[src/rtl/tmr_pkg.sv]
package tmr_pkg;

  // control word, bit 0 = run .. bit 5 = interrupt enable
  typedef struct packed {
    logic irq_en;
    logic out_inv;
    logic out_tog;
    logic src_ext;
    logic cont;
    logic run;
  } tmr_ctrl_t;

  localparam int unsigned CTRL_BITS = $bits(tmr_ctrl_t);
  localparam int unsigned MODE_W    = 2;

  // fixed word addresses; the remaining map is derived from the half count
  localparam int unsigned A_CTRL = 0;
  localparam int unsigned A_GLB  = 1;
  localparam int unsigned A_CNT0 = 2;

endpackage

[src/rtl/tmr_tick_src.sv]
module tmr_tick_src #(
  parameter int SYNC_STAGES = 2
) (
  input  logic clk,
  input  logic rst_ni,
  input  logic ext_in,
  input  logic src_ext,
  output logic tick
);

  localparam int PIPE_W = SYNC_STAGES + 1;

  logic [PIPE_W-1:0] pipe_q;
  logic [PIPE_W-1:0] pipe_d;
  logic              ext_rise;

  always_comb begin
    pipe_d = {pipe_q[PIPE_W-2:0], ext_in};
  end

  always_ff @(posedge clk or negedge rst_ni) begin
    if (!rst_ni) begin
      pipe_q <= '0;
    end else begin
      pipe_q <= pipe_d;
    end
  end

  assign ext_rise = pipe_q[PIPE_W-2] & ~pipe_q[PIPE_W-1];
  assign tick     = src_ext ? ext_rise : 1'b1;

  AST_RISE_SINGLE: assert property (@(posedge clk) disable iff (!rst_ni)
    ext_rise |=> !ext_rise);

endmodule

[src/rtl/tmr_regs.sv]
module tmr_regs
  import tmr_pkg::*;
#(
  parameter int DW     = 32,
  parameter int NH     = 2,
  parameter int ADDR_W = 4
) (
  input  logic                 clk,
  input  logic                 rst_ni,
  input  logic                 reg_wr,
  input  logic [ADDR_W-1:0]    reg_addr,
  input  logic [CTRL_BITS-1:0] wlow,
  input  logic                 hit,
  input  logic [DW*NH-1:0]     cnt_q,
  input  logic [DW*NH-1:0]     prd_q,
  input  logic [DW*NH-1:0]     rld_q,
  output tmr_ctrl_t            ctrl_q,
  output logic [MODE_W-1:0]    mode_q,
  output logic                 active_q,
  output logic                 irq,
  output logic [NH-1:0]        wr_cnt,
  output logic [NH-1:0]        wr_prd,
  output logic [NH-1:0]        wr_rld,
  output logic                 cnt_clr,
  output logic [DW-1:0]        reg_rdata
);

  localparam int unsigned A_PRD0 = A_CNT0 + NH;
  localparam int unsigned A_RLD0 = A_PRD0 + NH;
  localparam int unsigned A_STS  = A_RLD0 + NH;
  localparam int unsigned A_CMD  = A_STS + 1;

  logic                wr_ctrl, wr_glb, wr_sts, wr_cmd;
  tmr_ctrl_t           ctrl_d;
  logic                ctrl_en;
  logic [MODE_W-1:0]   mode_d;
  logic                active_d;
  logic                sts_q, sts_d, sts_en;

  // write decode
  assign wr_ctrl = reg_wr && (reg_addr == ADDR_W'(A_CTRL));
  assign wr_glb  = reg_wr && (reg_addr == ADDR_W'(A_GLB));
  assign wr_sts  = reg_wr && (reg_addr == ADDR_W'(A_STS));
  assign wr_cmd  = reg_wr && (reg_addr == ADDR_W'(A_CMD));
  assign cnt_clr = wr_cmd && wlow[0];

  for (genvar h = 0; h < NH; h++) begin : g_dec
    assign wr_cnt[h] = reg_wr && (reg_addr == ADDR_W'(A_CNT0 + h));
    assign wr_prd[h] = reg_wr && (reg_addr == ADDR_W'(A_PRD0 + h));
    assign wr_rld[h] = reg_wr && (reg_addr == ADDR_W'(A_RLD0 + h));
  end

  // control word: software write, or one-shot self-clear of run
  always_comb begin
    ctrl_d  = ctrl_q;
    ctrl_en = wr_ctrl | (hit & ~ctrl_q.cont);
    if (wr_ctrl) begin
      ctrl_d = tmr_ctrl_t'(wlow);
    end else if (hit && !ctrl_q.cont) begin
      ctrl_d.run = 1'b0;
    end
  end

  always_ff @(posedge clk or negedge rst_ni) begin
    if (!rst_ni) begin
      ctrl_q <= '0;
    end else if (ctrl_en) begin
      ctrl_q <= ctrl_d;
    end
  end

  // global word
  always_comb begin
    mode_d   = wlow[MODE_W-1:0];
    active_d = wlow[MODE_W];
  end

  always_ff @(posedge clk or negedge rst_ni) begin
    if (!rst_ni) begin
      mode_q   <= '0;
      active_q <= 1'b0;
    end else if (wr_glb) begin
      mode_q   <= mode_d;
      active_q <= active_d;
    end
  end

  // sticky status, set wins over write-one-to-clear
  always_comb begin
    sts_en = hit | wr_sts;
    if (hit) begin
      sts_d = 1'b1;
    end else if (wr_sts && wlow[0]) begin
      sts_d = 1'b0;
    end else begin
      sts_d = sts_q;
    end
  end

  always_ff @(posedge clk or negedge rst_ni) begin
    if (!rst_ni) begin
      sts_q <= 1'b0;
    end else if (sts_en) begin
      sts_q <= sts_d;
    end
  end

  assign irq = sts_q & ctrl_q.irq_en;

  // read mux
  always_comb begin
    reg_rdata = '0;
    if (reg_addr == ADDR_W'(A_CTRL)) reg_rdata = DW'(ctrl_q);
    if (reg_addr == ADDR_W'(A_GLB))  reg_rdata = DW'({active_q, mode_q});
    for (int h = 0; h < NH; h++) begin
      if (reg_addr == ADDR_W'(A_CNT0 + h)) reg_rdata = cnt_q[h*DW +: DW];
      if (reg_addr == ADDR_W'(A_PRD0 + h)) reg_rdata = prd_q[h*DW +: DW];
      if (reg_addr == ADDR_W'(A_RLD0 + h)) reg_rdata = rld_q[h*DW +: DW];
    end
    if (reg_addr == ADDR_W'(A_STS))  reg_rdata = DW'(sts_q);
  end

  AST_STS_SET: assert property (@(posedge clk) disable iff (!rst_ni)
    hit |=> sts_q);

  AST_STS_W1C: assert property (@(posedge clk) disable iff (!rst_ni)
    (wr_sts && wlow[0] && !hit) |=> !sts_q);

  AST_ONESHOT_STOP: assert property (@(posedge clk) disable iff (!rst_ni)
    (hit && !ctrl_q.cont && !wr_ctrl) |=> !ctrl_q.run);

endmodule

[src/rtl/tmr_core.sv]
module tmr_core #(
  parameter int DW = 32,
  parameter int NH = 2
) (
  input  logic            clk,
  input  logic            rst_ni,
  input  logic            active,
  input  logic            adv,
  input  logic            cont,
  input  logic [DW-1:0]   wdata,
  input  logic [NH-1:0]   wr_cnt,
  input  logic [NH-1:0]   wr_prd,
  input  logic [NH-1:0]   wr_rld,
  input  logic            cnt_clr,
  output logic [DW*NH-1:0] cnt_q,
  output logic [DW*NH-1:0] prd_q,
  output logic [DW*NH-1:0] rld_q,
  output logic            hit
);

  localparam int CW = DW * NH;

  logic [CW-1:0] cnt_d, prd_d;
  logic [CW-1:0] cnt_wval, prd_wval, rld_wval;
  logic          cnt_en, prd_en, rld_en;
  logic          cnt_wr_any, prd_wr_any;
  logic [NH-1:0] rld_sel;

  // word-wise merge of write data into the current values
  for (genvar h = 0; h < NH; h++) begin : g_half
    assign rld_sel[h]             = wr_prd[h] | wr_rld[h];
    assign cnt_wval[h*DW +: DW]   = wr_cnt[h]  ? wdata : cnt_q[h*DW +: DW];
    assign prd_wval[h*DW +: DW]   = wr_prd[h]  ? wdata : prd_q[h*DW +: DW];
    assign rld_wval[h*DW +: DW]   = rld_sel[h] ? wdata : rld_q[h*DW +: DW];
  end

  assign cnt_wr_any = |wr_cnt;
  assign prd_wr_any = |wr_prd;
  assign hit        = adv & (cnt_q == prd_q);

  // counter
  always_comb begin
    cnt_en = ~active | cnt_wr_any | cnt_clr | adv;
    if (!active) begin
      cnt_d = '0;
    end else if (cnt_wr_any) begin
      cnt_d = cnt_wval;
    end else if (cnt_clr) begin
      cnt_d = '0;
    end else if (hit) begin
      cnt_d = cont ? '0 : cnt_q;
    end else if (adv) begin
      cnt_d = cnt_q + 1'b1;
    end else begin
      cnt_d = cnt_q;
    end
  end

  always_ff @(posedge clk or negedge rst_ni) begin
    if (!rst_ni) begin
      cnt_q <= '0;
    end else if (cnt_en) begin
      cnt_q <= cnt_d;
    end
  end

  // active period, reloaded from the shadow at each continuous wrap
  always_comb begin
    prd_en = prd_wr_any | (hit & cont);
    prd_d  = prd_wr_any ? prd_wval : rld_q;
  end

  always_ff @(posedge clk or negedge rst_ni) begin
    if (!rst_ni) begin
      prd_q <= '0;
    end else if (prd_en) begin
      prd_q <= prd_d;
    end
  end

  // reload shadow
  assign rld_en = |rld_sel;

  always_ff @(posedge clk or negedge rst_ni) begin
    if (!rst_ni) begin
      rld_q <= '0;
    end else if (rld_en) begin
      rld_q <= rld_wval;
    end
  end

  AST_CNT_STEP: assert property (@(posedge clk) disable iff (!rst_ni)
    (adv && !hit && active && !cnt_wr_any && !cnt_clr)
      |=> (cnt_q == $past(cnt_q) + 1'b1));

  AST_WRAP_ZERO: assert property (@(posedge clk) disable iff (!rst_ni)
    (hit && cont && active && !cnt_wr_any && !cnt_clr) |=> (cnt_q == '0));

  AST_ONESHOT_HOLD: assert property (@(posedge clk) disable iff (!rst_ni)
    (hit && !cont && active && !cnt_wr_any && !cnt_clr) |=> $stable(cnt_q));

  AST_OFF_ZERO: assert property (@(posedge clk) disable iff (!rst_ni)
    !active |=> (cnt_q == '0));

  AST_STOP_HOLD: assert property (@(posedge clk) disable iff (!rst_ni)
    (!adv && active && !cnt_wr_any && !cnt_clr) |=> $stable(cnt_q));

endmodule

[src/rtl/tmr_outgen.sv]
module tmr_outgen (
  input  logic clk,
  input  logic rst_ni,
  input  logic active,
  input  logic tick,
  input  logic hit,
  input  logic out_tog,
  input  logic out_inv,
  output logic dma_evt,
  output logic tmr_out
);

  logic pin_q, pin_d, pin_en;
  logic dma_q;

  always_comb begin
    pin_en = ~active | hit | (~out_tog & tick);
    if (!active) begin
      pin_d = 1'b0;
    end else if (hit) begin
      pin_d = out_tog ? ~pin_q : 1'b1;
    end else begin
      pin_d = 1'b0;
    end
  end

  always_ff @(posedge clk or negedge rst_ni) begin
    if (!rst_ni) begin
      pin_q <= 1'b0;
    end else if (pin_en) begin
      pin_q <= pin_d;
    end
  end

  always_ff @(posedge clk or negedge rst_ni) begin
    if (!rst_ni) begin
      dma_q <= 1'b0;
    end else begin
      dma_q <= hit;
    end
  end

  assign dma_evt = dma_q;
  assign tmr_out = pin_q ^ out_inv;

  AST_DMA_FOLLOWS: assert property (@(posedge clk) disable iff (!rst_ni)
    hit |=> dma_evt);

  AST_DMA_QUIET: assert property (@(posedge clk) disable iff (!rst_ni)
    !hit |=> !dma_evt);

  AST_PIN_TOGGLE: assert property (@(posedge clk) disable iff (!rst_ni)
    (hit && out_tog && active) |=> (pin_q != $past(pin_q)));

  AST_PULSE_END: assert property (@(posedge clk) disable iff (!rst_ni)
    (pin_q && tick && !hit && !out_tog) |=> !pin_q);

endmodule

[src/rtl/ptimer64.sv]
module ptimer64
  import tmr_pkg::*;
#(
  parameter int DATA_W      = 32,
  parameter int HALVES      = 2,
  parameter int ADDR_W      = 4,
  parameter int SYNC_STAGES = 2
) (
  input  logic              clk,
  input  logic              rst_n,
  input  logic              ext_in,
  input  logic              reg_wr,
  input  logic [ADDR_W-1:0] reg_addr,
  input  logic [DATA_W-1:0] reg_wdata,
  output logic [DATA_W-1:0] reg_rdata,
  output logic              irq,
  output logic              dma_evt,
  output logic              tmr_out
);

  localparam int CNT_W = DATA_W * HALVES;

  logic [1:0]        rst_sync_q;
  logic              rst_ni;
  tmr_ctrl_t         ctrl_q;
  logic [MODE_W-1:0] mode_q;
  logic              active_q;
  logic [HALVES-1:0] wr_cnt, wr_prd, wr_rld;
  logic              cnt_clr;
  logic [CNT_W-1:0]  cnt_q, prd_q, rld_q;
  logic              tick, running, adv, hit;

  // asynchronous assert, synchronous release
  always_ff @(posedge clk or negedge rst_n) begin
    if (!rst_n) begin
      rst_sync_q <= '0;
    end else begin
      rst_sync_q <= {rst_sync_q[0], 1'b1};
    end
  end
  assign rst_ni = rst_sync_q[1];

  tmr_tick_src #(.SYNC_STAGES(SYNC_STAGES)) u_tick (
    .clk     (clk),
    .rst_ni  (rst_ni),
    .ext_in  (ext_in),
    .src_ext (ctrl_q.src_ext),
    .tick    (tick)
  );

  assign running = ctrl_q.run & active_q & (mode_q == '0);
  assign adv     = running & tick;

  tmr_regs #(.DW(DATA_W), .NH(HALVES), .ADDR_W(ADDR_W)) u_regs (
    .clk       (clk),
    .rst_ni    (rst_ni),
    .reg_wr    (reg_wr),
    .reg_addr  (reg_addr),
    .wlow      (reg_wdata[CTRL_BITS-1:0]),
    .hit       (hit),
    .cnt_q     (cnt_q),
    .prd_q     (prd_q),
    .rld_q     (rld_q),
    .ctrl_q    (ctrl_q),
    .mode_q    (mode_q),
    .active_q  (active_q),
    .irq       (irq),
    .wr_cnt    (wr_cnt),
    .wr_prd    (wr_prd),
    .wr_rld    (wr_rld),
    .cnt_clr   (cnt_clr),
    .reg_rdata (reg_rdata)
  );

  tmr_core #(.DW(DATA_W), .NH(HALVES)) u_core (
    .clk     (clk),
    .rst_ni  (rst_ni),
    .active  (active_q),
    .adv     (adv),
    .cont    (ctrl_q.cont),
    .wdata   (reg_wdata),
    .wr_cnt  (wr_cnt),
    .wr_prd  (wr_prd),
    .wr_rld  (wr_rld),
    .cnt_clr (cnt_clr),
    .cnt_q   (cnt_q),
    .prd_q   (prd_q),
    .rld_q   (rld_q),
    .hit     (hit)
  );

  tmr_outgen u_out (
    .clk     (clk),
    .rst_ni  (rst_ni),
    .active  (active_q),
    .tick    (tick),
    .hit     (hit),
    .out_tog (ctrl_q.out_tog),
    .out_inv (ctrl_q.out_inv),
    .dma_evt (dma_evt),
    .tmr_out (tmr_out)
  );

endmodule

[config.mk]
export PLATFORM = sky130hd
export DESIGN_NAME = ptimer64
export DESIGN_NICKNAME = d
export VERILOG_FILES = /design/src/rtl/tmr_pkg.sv /design/src/rtl/tmr_tick_src.sv /design/src/rtl/tmr_regs.sv /design/src/rtl/tmr_core.sv /design/src/rtl/tmr_outgen.sv /design/src/rtl/ptimer64.sv
export SDC_FILE = /design/constraint.sdc
export NUM_CORES = 1
export LEC_CHECK = 0
export CAP_MARGIN = 20
export CORE_AREA = 2 2 177 179
export DETAILED_ROUTE_END_ITERATION = 8
export DIE_AREA = 0 0 179 181
export PLACE_DENSITY = 0.66
export SLEW_MARGIN = 5
export SYNTH_ARGS = -nofsm -noshare
export SYNTH_HDL_FRONTEND = slang
export SYNTH_HIERARCHICAL = 1
export SYNTH_SLANG_ARGS = --single-unit
[constraint.sdc]
create_clock -name clk -period 17.9 [get_ports clk]
set_input_delay 2.685 -clock clk [delete_from_list [all_inputs] [get_ports clk]]
set_output_delay 2.685 -clock clk [all_outputs]
set_load 0.005 [all_outputs]
==> flow_metrics.py <==
metrics = {
    "status": {
        "outcome": "complete, no violations",
    },
    "synthesis": {
        "yosysUniqueCellTypes": 83,
        "synth_top_cell_by_area": "dfrtp_1",
        "syn_inst": 1475,
        "yosys_warnings": 6,
        "yosysSeqAreaShare_pct": 38.5,
        "netlist_area_mm2": 0.0136,
        "synth_area_leaders": "dfrtp_1 (39%), mux2_2 (8.0%), a21oi_1 (5.3%)",
        "synth-seq-cells": 209,
        "async_flop_share_pct": 100,
        "synthFlopType": "dfrtp_1",
        "synth.avg_cell_area_um2": 9.21,
        "synth_top_cell_area_share_pct": 38.5,
        "synth-edff-count": 0,
        "synthesis.nets": 1516,
    },
    "routing": {
        "drt_iter0_drc": 1584,
        "totalWireLength_mm": 47.9,
        "first_pass_iters": 6,
        "ant_nets": 0,
        "drcViolationCount": 0,
        "vias_per_cell": 6.75,
        "vias": 12800,
        "wl_per_cell_um": 25.2,
    },
    "clock_tree": {
        "cts_buffer_depth": 3,
        "cts_tree": "done",
        "hold_buffers": 0,
        "cts_htree_levels": 1,
        "cts-root-buf": "clkbuf_16",
        "cts_buffers": 26,
        "cts_setup_buffers": 0,
        "clk_pin_slew_ps": 60,
        "clock_sinks": 209,
        "clk_latency_ps": 540,
        "cts_resized": 0,
    },
    "floorplanning": {
        "rows": 64,
        "die_y_um": 181,
        "die_w_um": 179,
        "core-area_mm2": 0.0303,
        "die_area_mm2": 0.0324,
        "ios": 75,
        "start_util_pct": 44.7,
    },
    "finish": {
        "final_cell_mix": "dfrtp_1 (208), a21oi_1 (144), nor2_1 (112)",
        "multi_input_area_mm2": 0.00756,
        "seq_area_mm2": 0.00523,
        "drive_gt1_share_pct": 13.5,
        "design_area_mm2": 0.0154,
        "syn2layout_area_growth_pct": 13.3,
        "stdcell_count": 1903,
        "diodes": 0,
        "fill_cells": 2845,
        "final_nets": 1528,
        "final_common_cell": "dfrtp_1",
    },
    "setup_path": {
        "r2r_slack_ps": 13820,
        "worstSetupEndpointType": "output pin",
        "worstRegToRegCells": 9,
        "crit_buf_inv": 3,
        "r2r-start": "u_core/cnt_q[46]",
        "r2r_end": "u_core/cnt_q[61]",
        "path_class": "in2out",
        "cp_slowest_cell": "clkdlybuf4s50_1",
        "cpMostUsedCell": "clkdlybuf4s50_1",
        "critical_path.max_fanout": 19,
        "cp_top_family": "buffers and inverters",
        "required_ps": 15210,
        "critPathMaxStageDelay_ps": 970,
        "cp-start-kind": "primary input",
        "worstPathArrival_ps": 5900,
        "path_cells": "clkdlybuf4s50_1 -> nand3b_1 -> buf_4 -> o22ai_1 -> a221oi_1 -> nor3_1 -> clkdlybuf4s50_1",
    },
    "global_routing": {
        "antenna_found_initial": 0,
        "overflow": 0,
        "grt.total_usage_pct": 29.2,
        "grt_max_degree": 97,
        "grt_pass1_vias": 12200,
        "grt_pass1_wl_mm": 73.1,
    },
    "sta": {
        "fin_tns_setup_ps": 0,
        "setup_viol": 0,
        "period_share_pct": 48.0,
        "clock_skew_ps": 20.6,
        "relSlewSlack_pct": 26.1,
        "fmax_ghz": 0.116,
        "worst_slew_pin_slew_ps": 1100,
        "whs_ps": 267,
        "min_period_ps": 8590,
        "maxSlewViolCount": 0,
        "hold_viol_final": 0,
        "grt_setup_unrepaired": "no",
    },
    "worst_hold_path": {
        "hold_class": "reg2async",
    },
    "power_and_ir_drop": {
        "p_total_uw": 1710,
        "p_leak_uw": 0.00583,
        "ir_drop_uv": 70.2,
        "pwr_density_cell_mw_per_mm2": 111,
    },
    "placed_design": {
        "place_area_mm2": 0.0144,
        "io_buffers": 74,
        "gp_congestion": 0.994,
        "dp_cells": 1853,
        "detailed_place_hpwl_mm": 33.2,
    },
    "flow_run": {
        "cap_violations": 0,
    },
}
==> synthesized netlist by cell type, types with 4 or more instances <==
master / number
dfrtp_1: 209
a21oi_1: 144
nor2_1: 117
mux2_2: 97
nand2_1: 70
inv_1: 63
nand4_1: 47
o21ai_0: 47
clkbuf_1: 46
xnor2_1: 46
nand3_1: 41
nor2b_1: 41
a311oi_1: 34
buf_2: 34
o32ai_1: 34
o221ai_1: 29
mux2i_1: 28
a22oi_1: 27
nor3_1: 23
o21a_1: 20
nand2b_1: 19
a31oi_1: 18
and3_1: 18
nor4_1: 18
a221o_1: 14
buf_4: 14
a22o_1: 11
and4_1: 11
o22ai_1: 9
buf_1: 8
buf_6: 7
o211ai_1: 7
or4_1: 7
nand4b_1: 6
o2bb2ai_1: 6
or3_1: 6
a21o_1: 5
a41oi_1: 5
and2_1: 4
o31ai_1: 4
o41a_1: 4
==> sequential cells by signal, summed over array words and instances (netlist names) <==
| name | count |
|---|---|
| u_core/cnt_q | 64 |
| u_regs/mode_q | 2 |
| u_out/pin_q | 1 |
| u_tick/pipe_q | 3 |
| u_regs/ctrl_q | 6 |
| rst_sync_q | 2 |
| u_out/dma_evt | 1 |
| u_core/rld_q | 64 |
| u_core/prd_q | 64 |
| u_regs/active_q | 1 |
| u_regs/sts_q | 1 |
==> worst register-to-register path: cells and delay by family (launching register included) <==
family | cells | cell delay (ps)
compound gates | 2 | 390
xor+xnor | 1 | 340
buf+inv | 2 | 920
flops | 1 | 530
simple gates | 4 | 1760
==> how the worst max path moves through the flow <==
stage	startpoint	to	depth (start not counted)
CTS	reg_addr[0]	reg_rdata[2]	7
global placement	reg_addr[0]	reg_rdata[1]	7
finish	reg_addr[0]	reg_rdata[2]	7
global route	reg_addr[0]	reg_rdata[2]	7
floorplan	reg_addr[0]	reg_rdata[20]	7
detailed placement	reg_addr[0]	reg_rdata[2]	7
==> metal layers <==
layer,track usage (%),vias to the layer above,part of all wire [%]
li1,-,5625,-
met5,0,-,0
met4,13.2,0,5.0
met2,45.5,678,46
met3,4.90,136,8.1
met1,39.7,6398,41
==> report_power, final <==
part	internal, uW	total, uW	switching [uW]
logic	202	456	254
registers	571	692	121
clock network	343	558	215
==> logic make-up (layout without fill, tap and decap cells) <==
family / count (synthesis) / in the layout / synth area share, %
adders and majority gates: 1 / 1 / 0.0921
other: 1 / 1 / 0.0276
buffers and inverters: 177 / 209 / 6.27
and+or+nand+nor: 461 / 461 / 18.5
xor gates and xnor gates: 49 / 49 / 3.16
muxes: 128 / 128 / 10.6
AOI/OAI and AO/OA: 449 / 449 / 22.8
DFF: 209 / 209 / 38.5
==> metrics by stage <==
| step | setup WS, ps | utilization (%) |
|---|---|---|
| 6_report | 9310 | 50.7 |
| 5_1_grt | 9150 | 50.7 |
| 4_1_cts | 9410 | 50.6 |
| 3_5_place_dp | 9420 | 47.6 |
| 3_3_place_gp | 9500 | 47.5 |
| 2_1_floorplan | 11570 | - |
==> area by class of cell <==
class | instances | share of cell area, %
Clock inverter | 10 | 0.854
Sequential cell | 209 | 34.0
Clock buffer | 38 | 5.05
Timing Repair Buffer | 98 | 6.13
Tap cell | 396 | 3.22
Multi-Input combinational cell | 1089 | 49.2
Inverter | 63 | 1.54
Power figures use the tool's default switching activity.
